<file path="config.mk">
export PLATFORM = sky130hd
export DESIGN_NAME = apb_ver_bridge
export DESIGN_NICKNAME = d
export VERILOG_FILES = /design/src/rtl/apb_ver_bridge_pkg.sv /design/src/rtl/apb_ver_gate.sv /design/src/rtl/apb_ver_sat_cnt.sv /design/src/rtl/apb_ver_bridge.sv
export SDC_FILE = /design/constraint.sdc
export NUM_CORES = 1
export LEC_CHECK = 0
export BUFFER_PORTS_ARGS = -buffer_cell sky130_fd_sc_hd__buf_4
export CAP_MARGIN = 20
export CORE_ASPECT_RATIO = 1.2
export CORE_MARGIN = 2
export CORE_UTILIZATION = 36
export DETAILED_ROUTE_END_ITERATION = 10
export PLACE_DENSITY_LB_ADDON = 0.15
export SYNTH_ARGS = -nofsm -noshare
export SYNTH_HDL_FRONTEND = slang
export SYNTH_SLANG_ARGS = --single-unit
export TNS_END_PERCENT = 10
</file>
<file path="constraint.sdc">
create_clock -name clk -period 1.8 [get_ports clk]
set_clock_uncertainty 0.1 [all_clocks]
set_input_delay 0 -clock clk [delete_from_list [all_inputs] [get_ports clk]]
set_output_delay 0 -clock clk [all_outputs]
set_load 0.05 [all_outputs]
</file>
<file path="src/rtl/apb_ver_bridge_pkg.sv">
package apb_ver_bridge_pkg;

   typedef enum logic {
      POL_FORWARD = 1'b0,
      POL_BLOCK   = 1'b1
   } partial_pol_e;

   function automatic partial_pol_e pol_from_bit(input bit b);
      return b ? POL_BLOCK : POL_FORWARD;
   endfunction

endpackage

</file>
<file path="src/rtl/apb_ver_gate.sv">
module apb_ver_gate
   import apb_ver_bridge_pkg::*;
#(
   parameter int           ADDR_W        = 12,
   parameter int           DATA_W        = 32,
   parameter int           PROT_W        = 3,
   parameter bit           BLOCK_PARTIAL = 1'b1,
   parameter [PROT_W-1:0]  PROT_DEFAULT  = '0,
   localparam int          STRB_W        = DATA_W / 8
) (
   input  logic              up_sel,
   input  logic              up_en,
   input  logic              up_wr,
   input  logic [ADDR_W-1:0] up_addr,
   input  logic [DATA_W-1:0] up_wdata,
   input  logic [STRB_W-1:0] up_strb,
   input  logic [PROT_W-1:0] up_prot,
   output logic [DATA_W-1:0] up_rdata,
   output logic              up_err,
   output logic              dn_sel,
   output logic              dn_en,
   output logic              dn_wr,
   output logic [ADDR_W-1:0] dn_addr,
   output logic [DATA_W-1:0] dn_wdata,
   input  logic [DATA_W-1:0] dn_rdata,
   output logic              evt_partial,
   output logic              evt_prot
);

   localparam partial_pol_e POLICY = pol_from_bit(BLOCK_PARTIAL);

   logic is_partial;
   logic in_access;

   assign is_partial = up_wr && (up_strb != {STRB_W{1'b1}});
   assign in_access  = up_sel && up_en;

   // fields that never depend on the policy
   assign dn_wr    = up_wr;
   assign dn_addr  = up_addr;
   assign dn_wdata = up_wdata;

   generate
      if (POLICY == POL_BLOCK) begin : g_block
         logic hold_off;
         assign hold_off = up_sel && is_partial;
         assign dn_sel   = up_sel && !hold_off;
         assign dn_en    = up_en  && !hold_off;
         assign up_err   = in_access && is_partial;
      end else begin : g_forward
         assign dn_sel = up_sel;
         assign dn_en  = up_en;
         assign up_err = 1'b0;
      end
   endgenerate

   always_comb begin
      up_rdata = '0;
      if (in_access && !up_wr) up_rdata = dn_rdata;
   end

   assign evt_partial = in_access && is_partial;
   assign evt_prot    = in_access && (up_prot != PROT_DEFAULT);

endmodule

</file>
<file path="src/rtl/apb_ver_sat_cnt.sv">
module apb_ver_sat_cnt #(
   parameter int CNT_W = 16
) (
   input  logic             clk,
   input  logic             rst_n,
   input  logic             clr,
   input  logic             inc,
   output logic [CNT_W-1:0] value
);

   localparam logic [CNT_W-1:0] TOP = {CNT_W{1'b1}};

   logic [CNT_W-1:0] cnt_q;

   always_ff @(posedge clk or negedge rst_n) begin
      if (!rst_n) begin
         cnt_q <= '0;
      end else if (clr) begin
         cnt_q <= '0;
      end else if (inc && (cnt_q != TOP)) begin
         cnt_q <= cnt_q + 1'b1;
      end
   end

   assign value = cnt_q;

endmodule

</file>
<file path="src/rtl/apb_ver_bridge.sv">
module apb_ver_bridge
   import apb_ver_bridge_pkg::*;
#(
   parameter int           ADDR_W        = 12,
   parameter int           DATA_W        = 32,
   parameter int           PROT_W        = 3,
   parameter int           CNT_W         = 16,
   parameter bit           BLOCK_PARTIAL = 1'b1,
   parameter [PROT_W-1:0]  PROT_DEFAULT  = '0,
   localparam int          STRB_W        = DATA_W / 8
) (
   input  logic              clk,
   input  logic              rst_n,
   input  logic              up_sel,
   input  logic              up_en,
   input  logic              up_wr,
   input  logic [ADDR_W-1:0] up_addr,
   input  logic [DATA_W-1:0] up_wdata,
   input  logic [STRB_W-1:0] up_strb,
   input  logic [PROT_W-1:0] up_prot,
   output logic [DATA_W-1:0] up_rdata,
   output logic              up_ready,
   output logic              up_err,
   output logic              dn_sel,
   output logic              dn_en,
   output logic              dn_wr,
   output logic [ADDR_W-1:0] dn_addr,
   output logic [DATA_W-1:0] dn_wdata,
   input  logic [DATA_W-1:0] dn_rdata,
   input  logic              cnt_clr,
   output logic [CNT_W-1:0]  cnt_partial,
   output logic [CNT_W-1:0]  cnt_prot
);

   localparam int N_CNT = 2;

   generate
      if (DATA_W < 8 || (DATA_W % 8) != 0) begin : g_bad_data_w
         $error("apb_ver_bridge: DATA_W must be a positive multiple of 8");
      end
      if (ADDR_W < 1) begin : g_bad_addr_w
         $error("apb_ver_bridge: ADDR_W must be at least 1");
      end
      if (CNT_W < 1 || CNT_W > 32) begin : g_bad_cnt_w
         $error("apb_ver_bridge: CNT_W must lie in 1..32");
      end
      if (PROT_W < 1) begin : g_bad_prot_w
         $error("apb_ver_bridge: PROT_W must be at least 1");
      end
   endgenerate

   logic             evt_partial;
   logic             evt_prot;
   logic [N_CNT-1:0] evt_vec;
   logic [CNT_W-1:0] cnt_vals [N_CNT];

   // the subordinate side cannot stall, so the manager never waits
   assign up_ready = 1'b1;

   apb_ver_gate #(
      .ADDR_W       (ADDR_W),
      .DATA_W       (DATA_W),
      .PROT_W       (PROT_W),
      .BLOCK_PARTIAL(BLOCK_PARTIAL),
      .PROT_DEFAULT (PROT_DEFAULT)
   ) u_gate (
      .up_sel     (up_sel),
      .up_en      (up_en),
      .up_wr      (up_wr),
      .up_addr    (up_addr),
      .up_wdata   (up_wdata),
      .up_strb    (up_strb),
      .up_prot    (up_prot),
      .up_rdata   (up_rdata),
      .up_err     (up_err),
      .dn_sel     (dn_sel),
      .dn_en      (dn_en),
      .dn_wr      (dn_wr),
      .dn_addr    (dn_addr),
      .dn_wdata   (dn_wdata),
      .dn_rdata   (dn_rdata),
      .evt_partial(evt_partial),
      .evt_prot   (evt_prot)
   );

   assign evt_vec = {evt_prot, evt_partial};

   generate
      for (genvar i = 0; i < N_CNT; i++) begin : g_cnt
         apb_ver_sat_cnt #(.CNT_W(CNT_W)) u_cnt (
            .clk  (clk),
            .rst_n(rst_n),
            .clr  (cnt_clr),
            .inc  (evt_vec[i]),
            .value(cnt_vals[i])
         );
      end
   endgenerate

   assign cnt_partial = cnt_vals[0];
   assign cnt_prot    = cnt_vals[1];

endmodule

</file>
Word level (Yosys, flattened, before mapping). Cells that the tools add are included.

Add/subtract/negate cells: 2. Muxes and demuxes: 5. Reduce and logical (&&, ||, !) cells: 15. Eq/ne operators: 3.

Operators by type and width (number): 16-bit two-way mux (4); 16-bit by 1-bit adder with 16-bit output, second input constant (2); 32-bit two-way mux (1); 16-bit inequality test, second input constant (2); 1-bit logical AND (10); 4-bit inequality test, second input constant (1); 2-bit nonzero test (2); 3-bit nonzero test (1); 1-bit logical NOT (2).

Flip-flop bits (word level): 32. Input bits: 89. Logic and storage cells: 27. Output and inout bits: 113.

Depth between registers and ports, before layout. Gate-level depths: netlist of the first run.

Word-level depth: 6. Gate-level depth with buffers: 6. Gate-level depth less buffers: 5.

By module. From an unflattened synthesis of the first run, not the netlist that was laid out.

Cells, all modules: 286. Area total of the unflattened synthesis: 2580.0 µm².

Modules (own cells, without submodules): apb_ver_sat_cnt (cells each 98, area an instance 942.2 µm², seq. area each 400.4 µm², instances 2); apb_ver_gate (cells each 88, area an instance 684.4 µm², seq. area each 0.0 µm², instances 1); apb_ver_bridge (cells each 2, area an instance 11.3 µm², seq. area each 0.0 µm², instances 1).

Worst setup path before layout of the first run. Ideal clock, no wire load.

Kind: register to register. From: register g_cnt[0].u_cnt.cnt_q[0]. To: register g_cnt[0].u_cnt.cnt_q[14]. Setup time: 0.125 ns. Data arrival time: 1.928 ns. Setup slack: -0.353 ns. Path buffers: 0. Clock period less this slack: 2.153 ns. Required time: 1.575 ns. Cell stages (with the launch flop): 6. Cell sequence: dfrtp_1 -> ha_1 -> and2_1 -> nand4_2 -> nor4b_1 -> mux2_2.

Word-level cells in the longest chain between the ends: 3. Elaborated cells between the ends (all ways): 6. Those cells by class: add/sub (1); eq/ne (1); mux (2); reduce/logical (2).

RTL lines: start: declaration (RTL line apb_ver_sat_cnt.sv:13) `logic [CNT_W-1:0] cnt_q;`; start signal: assignment (RTL line apb_ver_sat_cnt.sv:21) `cnt_q <= cnt_q + 1'b1;`; 16-bit by 1-bit adder with 16-bit output or 16-bit inequality test (tied branches) (RTL line apb_ver_sat_cnt.sv:21, apb_ver_sat_cnt.sv:20); 16-bit two-way mux or 1-bit logical AND (tied branches) (RTL line apb_ver_sat_cnt.sv:20) `end else if (inc && (cnt_q != TOP)) begin`; 16-bit two-way mux or 2-bit nonzero test (tied branches).

Parallel ways exist; a longest one is shown, timed or not. The select of a mux whose other input is x is not followed. A chain may end at the register's enable or synchronous reset.

Worst setup path in the final report of the first run.
From: register g_cnt[0].u_cnt.cnt_q[0]. To: register g_cnt[0].u_cnt.cnt_q[15].

The elaborated chain is that of the path after synthesis.

==> summary.txt, run 1 <==
GRT
  • Initial antenna violation count: 0
  • First-pass GRT wire length: 11300 µm
  • M2 GR Usage: 30.6%
  • Grt met1 use: 24.7%
  • Number of global-route vias before repair: 2362
  • Gr usage total: 18.3%
  • Met3 Track Usage GR: 3.00%
  • Total congestion overflow: 0
  • Busiest grt layer: met2
  • Largest net degree at the start of global routing: 46

Routing
  • Iteration-0 DRC Markers: 75
  • # DRC: 0
  • Vias: 2603
  • Vias per cell: 5.04
  • Pre-antenna DRT Iters: 4
  • Post-Route WL: 7800 µm
  • Wire per inst: 15.1 µm
  • Post-DRT Antenna Nets: 0

Placement
  • Placer Congestion: 0.816
  • Detailed placement HPWL: 5370 µm
  • Pre-CTS setup slack: 0.0129 ns
  • # placed instances: 460
  • Port Buffer Count: 112
  • Placed Area: 3340 µm²

Synth
  • Cells after Synth: 295
  • YS warnings: 0
  • Main flop type after synthesis: dfrtp_1
  • Syn Std Cell Area: 2540 µm²
  • Post-synth EDFFs: 0
  • Seq/Total Area, Yosys: 31.6%
  • Async S/R FF share, synth: 100%
  • Cell taking the most area after synthesis: dfrtp_1
  • Post-Syn Area per Cell: 8.60 µm²
  • Number of library cell types mapped by synthesis: 44
  • Post-Syn Nets: 386
  • Synth top area share: 31.6%
  • Register bit total from synthesis: 32
  • Synth top area cells: dfrtp_1, buf_4, and2_1

Power and ir drop
  • PD cells: 503 nW/µm²
  • Total power draw: 2.01 mW
  • Maximum vdd drop: 0.000293 V
  • P_leak: 1.78 nW

Timing
  • Worst slew margin: 64.1%
  • Fmax: 0.571 GHz
  • Final setup vio count: 0
  • Post-route setup slack: 0.0497 ns
  • Sum Neg Setup Slack: 0 ns
  • Final Cycle Share: 97.2%
  • Final hold vios: 0
  • Final Critical Period: 1.75 ns
  • Pins Over Slew Limit: 0
  • Worst-margin pin slew: 0.536 ns
  • Minimum hold slack: 0.0806 ns
  • RSZ-0062 raised after global routing: true

Setup path
  • Reg-to-reg endpoint: g_cnt[0].u_cnt.value[15]
  • Critical Path Fanout Max: 8
  • Reg-to-reg setup timing slack: 0.05 ns
  • Crit path to: g_cnt[0].u_cnt.value[15]
  • CP endpoint kind: register
  • Worst reg2reg path startpoint: g_cnt[0].u_cnt.value[0]
  • Worst r2r path cells: 6
  • CP Class: reg2reg
  • Critical Path AT: 1.86 ns
  • Worst path required time: 1.91 ns
  • Nature of the critical path startpoint: register
  • Setup crit start: g_cnt[0].u_cnt.value[0]

Run
  • Max-Cap Viols: 0

Floorplan
  • Die H: 95.9 µm
  • Die area: 7740 µm²
  • Die width: 80.6 µm
  • Starting Density: 37.2%
  • Number of core rows: 33
  • I/O pins: 202
  • Core Area: 6810 µm²

Final layout
  • Most frequent cells in the layout: buf_4, dlygate4sd3_1, and2_1
  • Diode count: 0
  • Max FFs per register: 32
  • Design Area, Final: 3990 µm²
  • Nets: 519
  • Final cell count without fillers: 516
  • Most common cell after layout, fill and taps aside: buf_4
  • Post-layout util: 58.5%
  • Share of post-route cells with drive strength above 1: 48.3%
  • P&R area growth vs syn: 57.2%

Run status
  • Status: finished clean

Clock tree
  • Clock latency on the worst-skew pair: 0.28 ns
  • Clock Sinks: 32
  • Clk buf depth: 2
  • CTS root buf: clkbuf_8
  • Worst-path clk slew: 0.07 ns
  • H-Tree Depth: 2
  • Total CTS buffers: 5
  • TritonCTS clock tree: done

Hold path
  • Min-delay worst type: in2reg
-- cell usage after synthesis, types with 2 or more instances --
cell      count
and2_1       35
nand3_1      11
or4_1        12
nor4_2        2
nor2_1       13
and3_1        2
clkbuf_1      7
buf_2         2
o31ai_1      13
nand2b_1      2
o21ai_0       6
nand2_1      10
ha_1          2
nand4_1      11
or3_1         5
dfrtp_1      32
mux2_1        4
buf_4        47
inv_1         6
nor2b_1      12
nor3_1        6
and4_1        3
a21oi_1      24
mux2_2        8
-- final cells by class --
class	instances	area, µm²
well taps	87	109
multi-input cells	200	1420
repair buffers	183	1490
clock inverters	2	35.0
clock buffers	6	72.6
flip-flops and latches	32	837
fillers	640	2830
inverters	6	22.5
-- worst max-delay path, stage by stage (launching register included) --
cell and delay (ns):
dfrtp_2 0.45, ha_4 0.18, nand3_2 0.09, nor4_2 0.06, buf_4 0.17, or4_1 0.49
a21oi_2 0.13
-- routing by layer --
metal  routed length [µm]  vias up
li1                     -     1273
met1                 3250     1211
met2                 4020      111
met3                  466        8
met4                   64        0
met5                    0        -
-- logic make-up after synthesis --
| family | synth area share [%] |
|---|---|
| buffers and inverters | 16.7 |
| other | 0.148 |
| flip-flops | 31.6 |
| AO/OA/AOI/OAI | 12.1 |
| adder cells (fa/ha/maj) | 0.987 |
| AND/OR/NAND/NOR | 32.8 |
| multiplexers | 5.72 |
-- power by group --
group	internal (mW)	leakage (nW)	switching, mW	total (mW)
registers	0.723	0.398	0.00396	0.727
clock network	0.411	0.0552	0.275	0.686
logic	0.194	1.33	0.399	0.593
total	1.33	1.78	0.678	2.01
-- worst min-delay path by stage --
stage	cells past startpoint	slack [ns]	to	from
floorplan	0	-0.40	g_cnt[0].u_cnt.value[0]	rst_n
global placement	1	-0.12	g_cnt[1].u_cnt.value[8]	rst_n
detailed placement	1	-0.12	g_cnt[1].u_cnt.value[8]	rst_n
CTS	2	0.07	g_cnt[0].u_cnt.value[15]	cnt_clr
global route	2	0.10	g_cnt[1].u_cnt.value[10]	cnt_clr
finish	2	0.08	g_cnt[0].u_cnt.value[6]	cnt_clr
-- timing repair --
action                                  in CTS  in global routing
buffers inserted                             0                  3
endpoints found under the hold margin       76                  0
hold buffers                                45                  0
endpoints found under the setup margin       1                 16
pin swaps                                    0                 12
cloned                                       0                  0
gates resized for setup                      1                 16
Note: power is estimated with default switching activity, not from simulation.
==> run 2, diff against run 1 <==
--- a/config.mk
+++ b/config.mk
@@ -11,6 +11,7 @@
 export CORE_MARGIN = 2
 export CORE_UTILIZATION = 36
 export DETAILED_ROUTE_END_ITERATION = 10
+export GPL_TIMING_DRIVEN = 0
 export PLACE_DENSITY_LB_ADDON = 0.15
 export SYNTH_ARGS = -nofsm -noshare
 export SYNTH_HDL_FRONTEND = slang
==> constraint.sdc (replaced) <==
create_clock -name clk -period 1.8 [get_ports clk]
set_clock_uncertainty 0.1 [all_clocks]
set_input_delay 0 -clock clk [delete_from_list [all_inputs] [get_ports clk]]
set_output_delay 0 -clock clk [all_outputs]
set_load 0.02 [all_outputs]
==> run 2 against run 1 <==
Non-clock buffer count up 46; flip-flop and latch count unchanged; combinational power down 19%; maximum frequency down 1.9%; setup slack worse by 0.034 ns; power down 13%; first-iteration DRC count down 28%; largest power group unchanged.
==> summary.txt, run 2 (same netlist as run 1, synthesis figures left out) <==
Run status
  • Status: finished clean

Setup path
  • Nature of the critical path startpoint: register
  • Critical Path AT: 1.85 ns (about the same)
  • Setup crit start: g_cnt[0].u_cnt.value[0]
  • CP Class: reg2reg
  • Reg-to-reg endpoint: g_cnt[0].u_cnt.value[14]
  • Reg-to-reg setup timing slack: 0.02 ns (-0.03 ns)
  • Worst reg2reg path startpoint: g_cnt[0].u_cnt.value[0]
  • CP endpoint kind: register
  • Worst path required time: 1.87 ns (-0.04 ns)
  • Worst r2r path cells: 5 (-1)
  • Critical Path Fanout Max: 7 (-1)

Power and ir drop
  • Combinational power share: 27.6% (-1.9 points)
  • Clk network pwr share: 30.8% (-3.4 points)
  • Internal power: 1.24 mW (-6.2%)
  • Switching share of total power: 28.7% (-5.1 points)
  • Maximum vdd drop: 0.000395 V (+35%)
  • Seq pwr share: 41.7% (+5.5 points)
  • PD cells: 418 nW/µm² (-17%)
  • Switch Pwr: 501 µW (-26%)
  • P_leak: 2.02 nW (+14%)

Timing
  • Final hold vios: 0 (unchanged)
  • Pins Over Slew Limit: 0 (unchanged)
  • Fmax: 0.561 GHz (-1.9%)
  • RSZ-0062 raised after global routing: true
  • Post-route setup slack: 0.0161 ns (-0.0336 ns)
  • Final Critical Period: 1.78 ns (+0.0336 ns)
  • Worst-margin pin slew: 0.786 ns (+0.250 ns)
  • Final Cycle Share: 99.1% (+1.9 points)
  • Final setup vio count: 0 (unchanged)
  • Worst slew margin: 46.9% (-17 points)

Floorplan
  • Number of core rows: 33 (unchanged)
  • I/O pins: 202 (unchanged)
  • Die area: 7740 µm² (unchanged)
  • Starting Density: 37.2% (unchanged)
  • Die H: 95.9 µm (unchanged)
  • Core Area: 6810 µm² (unchanged)
  • Die width: 80.6 µm (unchanged)

Clock tree
  • Clock latency on the worst-skew pair: 0.29 ns (about the same)
  • CTS root buf: clkbuf_8
  • Clock Sinks: 32 (unchanged)
  • Total CTS buffers: 5 (unchanged)
  • TritonCTS clock tree: done
  • Worst-path clk slew: 0.07 ns (about the same)
  • H-Tree Depth: 2 (unchanged)
  • Clk buf depth: 2 (unchanged)

Placement
  • Port Buffer Count: 156 (+39%)
  • Placer Congestion: 0.820 (+0.49%)
  • Detailed placement HPWL: 6570 µm (+22%)
  • # placed instances: 538 (+17%)
  • Placed Area: 3840 µm² (+15%)
  • Pre-CTS setup slack: -0.117 ns (-0.130 ns)

Final layout
  • P&R area growth vs syn: 64.8%
  • Diode count: 0 (unchanged)
  • Share of post-route cells with drive strength above 1: 58.3% (+10 points)
  • Most common cell after layout, fill and taps aside: buf_4
  • Nets: 565 (+8.9%)
  • Post-layout util: 61.4% (+2.8 points)
  • Max FFs per register: 32 (unchanged)
  • Design Area, Final: 4180 µm² (+4.8%)
  • Final cell count without fillers: 562 (+8.9%)
  • Most frequent cells in the layout: buf_4, and2_1, a21oi_1
  • Filler instances: 646 (+0.94%)

Routing
  • Post-Route WL: 8540 µm (+9.4%)
  • Vias: 2832 (+8.8%)
  • Iteration-0 DRC Markers: 54 (-28%)
  • Wire per inst: 15.2 µm (+0.42%)
  • Post-DRT Antenna Nets: 0 (unchanged)
  • Pre-antenna DRT Iters: 4 (unchanged)
  • Vias per cell: 5.04 (-0.11%)
  • # DRC: 0 (unchanged)

GRT
  • Initial antenna violation count: 0 (unchanged)
  • Gr usage total: 21.0% (+2.7 points)
  • Total congestion overflow: 0 (unchanged)
  • Number of global-route vias before repair: 2548 (+7.9%)
  • First-pass GRT wire length: 12700 µm (+12%)
  • Largest net degree at the start of global routing: 33 (-28%)

Hold path
  • Hold EP: g_cnt[1].u_cnt.value[5]
  • Hold path start: cnt_clr
  • Worst hold path stage count: 3 (+1)
  • Min-delay worst type: in2reg

Run
  • Max-Cap Viols: 0 (unchanged)
==> run 2: cell count changes in the layout (fill, tap and decap cells not counted), moves of 2 or more <==
cell and change:
a21oi_1 +2, a21oi_2 -2, buf_4 +82, clkbuf_1 +7, dfrtp_1 +12, dfrtp_2 -12, dlygate4sd3_1 -44
==> run 2: power by group through the flow <==
stage | Sequential [mW] | Clock (mW) | Combinational (mW)
2_1_floorplan | 0.746 | 0 | 0.238
3_3_place_gp | 0.742 | 0 | 0.472
3_5_place_dp | 0.742 | 0 | 0.477
4_1_cts | 0.728 | 0.557 | 0.480
5_1_grt | 0.728 | 0.591 | 0.515
6_report | 0.728 | 0.537 | 0.481
==> run 2: metal layers <==
metal,GRT usage [%],vias up,part of all wire [%]
met5,0,-,0
met4,4.24,0,1.1
met3,5.16,8,7.7
met2,39.1,109,54
met1,24.4,1343,38
li1,-,1372,-
==> run 2: metrics by stage <==
stage	total power [mW]	hold slack [ns]	setup TNS [ns]
CTS	1.77	0.0199	-0.157
floorplan	0.983	-0.396	-0.00122
finish	1.75	0.0211	0
detailed placement	1.22	-0.124	-1.06
global placement	1.21	-0.123	-1.03
global route	1.83	0.0394	-0.366
==> run 2: worst max-delay path by stage <==
stage	end	slack (ns)	cells after the start
2_1_floorplan	g_cnt[1].u_cnt.value[6]	-0.001	5
3_3_place_gp	g_cnt[0].u_cnt.value[1]	-0.13	5
3_5_place_dp	g_cnt[0].u_cnt.value[1]	-0.12	5
4_1_cts	g_cnt[1].u_cnt.value[0]	-0.08	5
5_1_grt	g_cnt[1].u_cnt.value[9]	-0.05	5
6_report	g_cnt[0].u_cnt.value[14]	0.02	5
==> run 2: repair_timing <==
action / 4_1_cts / 5_1_grt
hold buffers: 1 / 0
resized for setup: 12 / 28
endpoints found under the hold margin: 32 / 0
setup buffers: 2 / 13
pin swaps: 4 / 8
endpoints found under the setup margin: 24 / 31
gates cloned: 1 / 0
==> run 2: critical path: stages, from the launching register on <==
cell and delay [ns]:
dfrtp_2 0.43, ha_4 0.17, and2_4 0.16, nand4_4 0.16, nor4b_4 0.32, mux2_4 0.32
==> run 2: layout make-up <==
type | count | area [µm²] | share of cell area, %
tap | 87 | 109 | 2.60
clock inverter | 1 | 5.00 | 0.120
sequential | 32 | 822 | 19.7
multi-input combinational | 200 | 1440 | 34.5
timing repair buffer | 173 | 1310 | 31.2
buffer | 56 | 399 | 9.55
clock buffer | 7 | 76.3 | 1.83
inverter | 6 | 22.5 | 0.539
